--- config.mk ---
export PLATFORM = sky130hd
export DESIGN_NAME = uart_flow_tx
export DESIGN_NICKNAME = d
export VERILOG_FILES = /design/src/rtl/uft_pkg.sv /design/src/rtl/uft_datapath.sv /design/src/rtl/uft_ctrl.sv /design/src/rtl/uart_flow_tx.sv
export SDC_FILE = /design/constraint.sdc
export NUM_CORES = 1
export LEC_CHECK = 0
export ABC_AREA = 0
export BUFFER_PORTS_ARGS = -buffer_cell sky130_fd_sc_hd__buf_2
export CAP_MARGIN = 25
export CORE_MARGIN = 2
export CORE_UTILIZATION = 55
export CTS_BUF_LIST = sky130_fd_sc_hd__clkbuf_4 sky130_fd_sc_hd__clkbuf_8 sky130_fd_sc_hd__clkbuf_16
export CTS_CLUSTER_SIZE = 24
export DETAILED_ROUTE_END_ITERATION = 16
export GPL_ROUTABILITY_DRIVEN = 0
export PLACE_DENSITY = 0.91
export SLEW_MARGIN = 10
export SYNTH_ARGS = -nofsm -noshare
export SYNTH_HDL_FRONTEND = slang
export SYNTH_SLANG_ARGS = --single-unit
export TNS_END_PERCENT = 10
--- constraint.sdc ---
create_clock -name clk -period 2.2 [get_ports clk]
set_input_delay 0.66 -clock clk [delete_from_list [all_inputs] [get_ports clk]]
set_output_delay 0.66 -clock clk [all_outputs]
set_load 0.005 [all_outputs]
--- src/rtl/uft_pkg.sv ---
package uft_pkg;

  localparam logic [7:0] XON_CODE  = 8'h11;
  localparam logic [7:0] XOFF_CODE = 8'h13;

  typedef enum logic [1:0] {
    SRC_DATA = 2'd0,
    SRC_XON  = 2'd1,
    SRC_XOFF = 2'd2
  } uft_src_e;

  // strobes from control to datapath
  typedef struct packed {
    logic     load;     // start a new frame this cycle
    logic     advance;  // step to the next bit
    uft_src_e src;      // which byte the frame carries
  } uft_strobe_t;

endpackage

--- src/rtl/uft_datapath.sv ---
module uft_datapath
  import uft_pkg::*;
#(
  parameter int DATA_BITS = 8
) (
  input  logic                 clk,
  input  logic                 rstN,
  input  uft_strobe_t          strobe,
  input  logic [DATA_BITS-1:0] dataIn,
  input  logic                 parityEn,
  input  logic                 parityOdd,
  output logic                 frameActive,
  output logic                 txLine
);

  localparam int FRAME_W = DATA_BITS + 3;
  localparam int CNT_W   = $clog2(FRAME_W + 1);
  localparam logic [CNT_W-1:0] LEN_PAR   = CNT_W'(FRAME_W);
  localparam logic [CNT_W-1:0] LEN_PLAIN = CNT_W'(FRAME_W - 1);
  localparam logic [CNT_W-1:0] ONE       = CNT_W'(1);

  logic [DATA_BITS-1:0] byteSel;
  logic                 parBit;
  logic [FRAME_W-1:0]   frameImg;
  logic [FRAME_W-1:0]   shiftQ;
  logic [CNT_W-1:0]     leftQ;
  logic                 activeQ;

  always_comb begin
    case (strobe.src)
      SRC_XON:  byteSel = DATA_BITS'(XON_CODE);
      SRC_XOFF: byteSel = DATA_BITS'(XOFF_CODE);
      default:  byteSel = dataIn;
    endcase
  end

  assign parBit = parityOdd ? ~(^byteSel) : (^byteSel);

  // frame image, bit 0 leaves first
  always_comb begin
    frameImg[0]             = 1'b0;
    frameImg[DATA_BITS:1]   = byteSel;
    frameImg[DATA_BITS+1]   = parityEn ? parBit : 1'b1;
    frameImg[DATA_BITS+2]   = 1'b1;
  end

  always_ff @(posedge clk) begin
    if (!rstN) begin
      shiftQ  <= '1;
      leftQ   <= '0;
      activeQ <= 1'b0;
    end else if (strobe.load) begin
      shiftQ  <= frameImg;
      leftQ   <= parityEn ? LEN_PAR : LEN_PLAIN;
      activeQ <= 1'b1;
    end else if (strobe.advance) begin
      shiftQ <= {1'b1, shiftQ[FRAME_W-1:1]};
      leftQ  <= leftQ - ONE;
      if (leftQ == ONE) activeQ <= 1'b0;
    end
  end

  assign frameActive = activeQ;
  assign txLine      = activeQ ? shiftQ[0] : 1'b1;

endmodule

--- src/rtl/uft_ctrl.sv ---
module uft_ctrl
  import uft_pkg::*;
(
  input  logic        clk,
  input  logic        rstN,
  input  logic        baudTick,
  input  logic        ctsEn,
  input  logic        cts,
  input  logic        swFlowEn,
  input  logic        rxXoffSeen,
  input  logic        rxXonSeen,
  input  logic        sendXon,
  input  logic        sendXoff,
  input  logic        inValid,
  input  logic        frameActive,
  output logic        inReady,
  output uft_strobe_t strobe
);

  logic pausedQ;
  logic xonPendQ;
  logic xoffPendQ;
  logic ctsOk;
  logic pauseOn;
  logic slotFree;
  logic ctrlPend;
  logic loadCtrl;
  logic loadData;
  uft_src_e srcSel;

  assign ctsOk    = !ctsEn || cts;
  assign pauseOn  = swFlowEn && pausedQ;
  assign slotFree = !frameActive && baudTick && ctsOk;
  assign ctrlPend = xonPendQ || xoffPendQ;

  assign loadCtrl = slotFree && ctrlPend;
  assign inReady  = slotFree && !ctrlPend && !pauseOn;
  assign loadData = inReady && inValid;

  always_comb begin
    if (xoffPendQ)     srcSel = SRC_XOFF;
    else if (xonPendQ) srcSel = SRC_XON;
    else               srcSel = SRC_DATA;
  end

  always_comb begin
    strobe.load    = loadCtrl || loadData;
    strobe.advance = frameActive && baudTick;
    strobe.src     = srcSel;
  end

  always_ff @(posedge clk) begin
    if (!rstN) begin
      pausedQ   <= 1'b0;
      xonPendQ  <= 1'b0;
      xoffPendQ <= 1'b0;
    end else begin
      if (rxXonSeen)       pausedQ <= 1'b0;
      else if (rxXoffSeen) pausedQ <= 1'b1;

      xoffPendQ <= sendXoff || (xoffPendQ && !(loadCtrl && srcSel == SRC_XOFF));
      xonPendQ  <= sendXon  || (xonPendQ  && !(loadCtrl && srcSel == SRC_XON));
    end
  end

endmodule

--- src/rtl/uart_flow_tx.sv ---
module uart_flow_tx
  import uft_pkg::*;
#(
  parameter int DATA_BITS = 8
) (
  input  logic                 clk,
  input  logic                 rstN,
  input  logic                 baudTick,
  input  logic                 parityEn,
  input  logic                 parityOdd,
  input  logic                 ctsEn,
  input  logic                 cts,
  input  logic                 swFlowEn,
  input  logic                 rxXoffSeen,
  input  logic                 rxXonSeen,
  input  logic                 sendXon,
  input  logic                 sendXoff,
  input  logic [DATA_BITS-1:0] inData,
  input  logic                 inValid,
  output logic                 inReady,
  output logic                 txLine
);

  uft_strobe_t strobe;
  logic        frameActive;

  uft_ctrl u_ctrl (
    .clk         (clk),
    .rstN        (rstN),
    .baudTick    (baudTick),
    .ctsEn       (ctsEn),
    .cts         (cts),
    .swFlowEn    (swFlowEn),
    .rxXoffSeen  (rxXoffSeen),
    .rxXonSeen   (rxXonSeen),
    .sendXon     (sendXon),
    .sendXoff    (sendXoff),
    .inValid     (inValid),
    .frameActive (frameActive),
    .inReady     (inReady),
    .strobe      (strobe)
  );

  uft_datapath #(.DATA_BITS(DATA_BITS)) u_dp (
    .clk         (clk),
    .rstN        (rstN),
    .strobe      (strobe),
    .dataIn      (inData),
    .parityEn    (parityEn),
    .parityOdd   (parityOdd),
    .frameActive (frameActive),
    .txLine      (txLine)
  );

endmodule

## Yosys cells after proc, flatten, opt, wreduce, memory -nomap -nowiden

Cells that the tools add are included.

- Add/sub/neg operators: 1
- Eq/ne operators: 3
- Mux-type cells: 14
- Bitwise gates (word level): 2
- Reduce and logical (&&, ||, !) cells: 28

Operator list:

| cell | number |
|---|---|
| $mux 10 | 2 |
| $pmux 8 s2 | 1 |
| $logic_and 1x1->1 | 12 |
| $mux 1 | 8 |
| $mux 4 | 2 |
| $reduce_xor 8->1 | 1 |
| $logic_not 1->1 | 6 |
| $logic_or 1x1->1 | 5 |
| $eq 4x1->1 const B | 1 |
| $reduce_bool 2->1 | 2 |
| $sub 4x1->4 const B | 1 |
| $eq 2x1->1 const B | 1 |
| $eq 2x2->1 const B | 1 |
| $mux 2 | 1 |
| $not 1->1 | 2 |
| $reduce_and 2->1 | 1 |
| $reduce_or 2->1 | 1 |

- Register bits after elaboration: 18
- Input port bits: 21

## Longest topological paths before layout

- Depth after elaboration: 9
- Mapped depth: 7

## Cells and area by module

A second synthesis with hierarchy kept.

- Cells, all modules: 110
- Area total of the unflattened synthesis: 1016.0 µm²

Modules (own cells, without submodules):

| module | times used | cells an instance | area an instance (µm²) | sequential area each (µm²) |
|---|---|---|---|---|
| uft_datapath | 1 | 89 | 814.5 | 300.3 |
| uft_ctrl | 1 | 21 | 201.4 | 60.1 |

## Worst setup path before layout

OpenSTA, ideal clock, no wires.

- Path kind: input -> output
- Start point: in cts
- End point: out inReady
- Arrival time: 1.083 ns
- Path slack: 0.457 ns
- Cell stages on the path: 2
- Path buffers: 0
- Cells stage by stage: nand2b_1 > and4_1

- Cells in the longest elaborated chain, start to end: 4

Ends and longest elaborated chain:

| element | RTL line | source |
|---|---|---|
| start: declaration | uart_flow_tx.sv:12 | `input logic cts,` |
| $logic_or 1x1->1 | uft_ctrl.sv:31 | `assign ctsOk = !ctsEn \|\| cts;` |
| $logic_and 1x1->1 | uft_ctrl.sv:33 | `assign slotFree = !frameActive && baudTick && ctsOk;` |
| $logic_and 1x1->1 (2 in a row) | uft_ctrl.sv:37 | `assign inReady = slotFree && !ctrlPend && !pauseOn;` |
| end: declaration | uart_flow_tx.sv:20 | `output logic inReady,` |

Every way passes these cells.

## Worst setup path in the final report

- Start point: reg u_dp.activeQ (netlist: u_dp.frameActive)
- End point: out inReady

- Cells in the longest elaborated chain, start to end: 5

Ends and longest elaborated chain:

| element | RTL line | source |
|---|---|---|
| start: declaration | uft_datapath.sv:27 | `logic activeQ;` |
| start signal: assignment | uft_datapath.sv:51 | `activeQ <= 1'b0;` |
| start signal: assignment | uft_datapath.sv:55 | `activeQ <= 1'b1;` |
| start signal: assignment | uft_datapath.sv:59 | `if (leftQ == ONE) activeQ <= 1'b0;` |
| $logic_not 1->1 | uft_ctrl.sv:33 |  |
| $logic_and 1x1->1 (2 in a row) | uft_ctrl.sv:33 |  |
| $logic_and 1x1->1 (2 in a row) | uft_ctrl.sv:37 |  |

Every way passes these cells.

==> results.md <==
* Outcome: finished clean
* Worst r2r src: u_dp.frameActive
* Setup repair after global routing missed its margin: false
* Via density at 5.74
* Share of Yosys cell area claimed by the top area cell type at 0.372
* Final cycle utilization of the critical path at 0.930
* Post-synthesis sequential area ratio at 0.372
* WP buf/inv at 1
* Crit end category: output pin
* Crit path from: u_dp.frameActive
* Slowest-stage cell, CP: dfxtp_1
* Hold wc startpoint: u_dp.shiftQ[1]
* Clk_lat worst skew at 300 ps
* Power Density at 681 nW/um2
* Hold Path Class: reg2reg
* FF+latch count, synth at 18
* Post-synth top cells: nor2_1 (19), dfxtp_1 (18), nand2_1 (12)
* Final WS setup at 154 ps
* FF-to-FF End: u_dp.shiftQ[9]
* Post-DR wirelength/cell at 13.3 um
* Final nets at 161
* Worst EP required at 1540 ps
* Cell count after synthesis at 115
* CP delay by family, top: flip-flops
* Post-route ant nets at 0
* Via count at between 800 and 900
* # rows at 15
* # diodes at 0
* Leak at 0.498 nW
* Maximum vdd ir drop at 564 uV
* Peak Freq at slightly below 500 MHz
* Congestion Overflow GR at 0
* H-tree levels at 1
* Starting density of the core at 0.574
* Critical Path Sink: inReady
* Actual slew at the worst max-slew pin at approximately 430 ps
* R2R cell count at 5
* Worst setup path class: reg2out
* CTS Buf Count at 3
* Overall routing resource usage at 0.226
* Clock tree buffer depth at 2
* Core Area at 1690 um2
* Ports at 23
* Clock transition at path regs at ~100 ps
* CTS tree: done
* Dominant cells by area after synthesis: dfxtp_1 (37%), nor2_1 (7.4%), xnor2_1 (6.3%)
* Dpl hpwl at 1630 um
* Count leader, synth: nor2_1
* Global-route wire length before repair at between 3000 and 4000 um
* Vias in the first global route at 820
* Finished Layout Cells at 154
* Async SR Flop Fraction at 0
* # Post-CTS Setup Buffers at 0
* Design area at 1120 um2
* Clock sink count at 18
* Cell area after synthesis at ~970 um2
* Largest stage delay on the critical path at 490 ps
* Count of input and output buffers at 22
* Final setup fails at 0
* # DRC at 0
* Worst Path Max Fanout at 9
* Placed cells at 150
* Pre-CTS setup slack at 154 ps
* Headroom to the max-slew limit at 0.710
* Setup TNS at 0 ps
* Post-route minimum period at roughly 2000 ps
* Cts repair resizes at 0
* Cell taking the most area after synthesis: dfxtp_1
* Layout Area Growth over Synthesis at 15.2%
* Antenna violations before repair at 0
* Max-Cap Viols at 0
* EDFF count, synth at 0
* R2r setup slk at 620 ps
* Prevailing post-synth register cell: dfxtp_1
* Cts hold-fix bufs at 0
* Die Footprint at 2120 um2
* Layout cells sized above 1 at 0.234
* Hold Vio Cnt, Final at 0
* Syn. warnings at 0
* DRT iter0 DRCs at 11
* Die W at 46.0 um
* Die Y at 46.0 um
* Root Driver: clkbuf_4
* Syn_area_per_cell at 8.43 um2
* Largest net degree at the start of global routing at 20
* Worst path depth at 3
* CP Cell Sequence: and2b_2 -> and4_1 -> buf_2
* Setup crit start kind: flop
* Critical path arrival at approximately 1400 ps
* Pre-antenna DRT Iters at 4
* Synth Net Count at 138
* Slew Viols, Final at 0
* Post-synth cell types at 35
* Final WL at 2060 um
* Placed cell area at 1080 um2
* Clock skew at 0.857 ps
[power breakdown]
group          switching [mW]  total, mW  internal (mW)
registers              0.0249      0.382          0.357
clock network           0.105      0.206          0.101
logic                  0.0881      0.173         0.0852
[worst min path at each step]
stage                      to  slack [ps]  cells past startpoint
6_report       u_dp.shiftQ[1]         490                      2
4_1_cts        u_dp.shiftQ[1]         500                      2
3_5_place_dp   u_dp.shiftQ[1]         470                      2
2_1_floorplan  u_dp.shiftQ[1]         440                      2
5_1_grt        u_ctrl.pausedQ         490                      2
3_3_place_gp   u_dp.shiftQ[1]         460                      2
[state kept, by name (all words and copies together) (netlist names)]
name	flops
u_ctrl.pausedQ	1
u_dp.frameActive	1
u_dp.leftQ	4
u_ctrl.xonPendQ	1
u_dp.shiftQ	10
u_ctrl.xoffPendQ	1
[layer usage]
metal  global-route usage  part of all wire  vias to the layer above
met5                    0                 0                        -
met4                0.120             0.020                        0
met3               0.0754             0.055                        6
met2                0.397              0.53                       26
met1                0.233              0.39                      409
li1                     -                 -                      443
[through the flow]
step                      power [mW]  utilization  hold slack [ps]
after floorplan                0.515            -              440
after global placement         0.555        0.640              459
after detailed placement       0.565        0.640              468
after CTS                      0.768        0.661              496
after global routing           0.807        0.661              489
final                          0.761        0.661              491
[cell usage in the layout (no fill, tap or decap), types with 3 or more instances in the layout]
| master | instances |
|---|---|
| o21ai_1 | 5 |
| xnor2_1 | 7 |
| a21oi_1 | 8 |
| nand2_1 | 12 |
| clkbuf_4 | 3 |
| nor2_1 | 19 |
| inv_1 | 3 |
| nand3_1 | 4 |
| and3_1 | 3 |
| buf_2 | 22 |
| dfxtp_1 | 18 |
[worst reg2reg max path, cell delays in order (launching register included)]
cell,delay (ps)
dfxtp_1,490
and2b_2,300
o311ai_4,110
nand2_1,220
nor3b_1,290
a41oi_2,50
[cell type report]
| class | count | area [um2] |
|---|---|---|
| fill | 160 | 572 |
| multi-input combinational | 89 | 571 |
| sequential | 18 | 360 |
| timing repair buffer | 23 | 118 |
| clock buffer | 4 | 36.3 |
| tap | 17 | 21.3 |
| inverter | 3 | 11.3 |
[cells by family after synthesis]
logic type	Yosys count	synth area share
DFF	18	0.372
AOI/OAI and AO/OA	29	0.219
xor gates and xnor gates	10	0.105
adders and majority gates	2	0.0258
buffers and inverters	8	0.0400
and+or+nand+nor	47	0.228
muxes	1	0.0103
(Power assumes the default switching activity.)
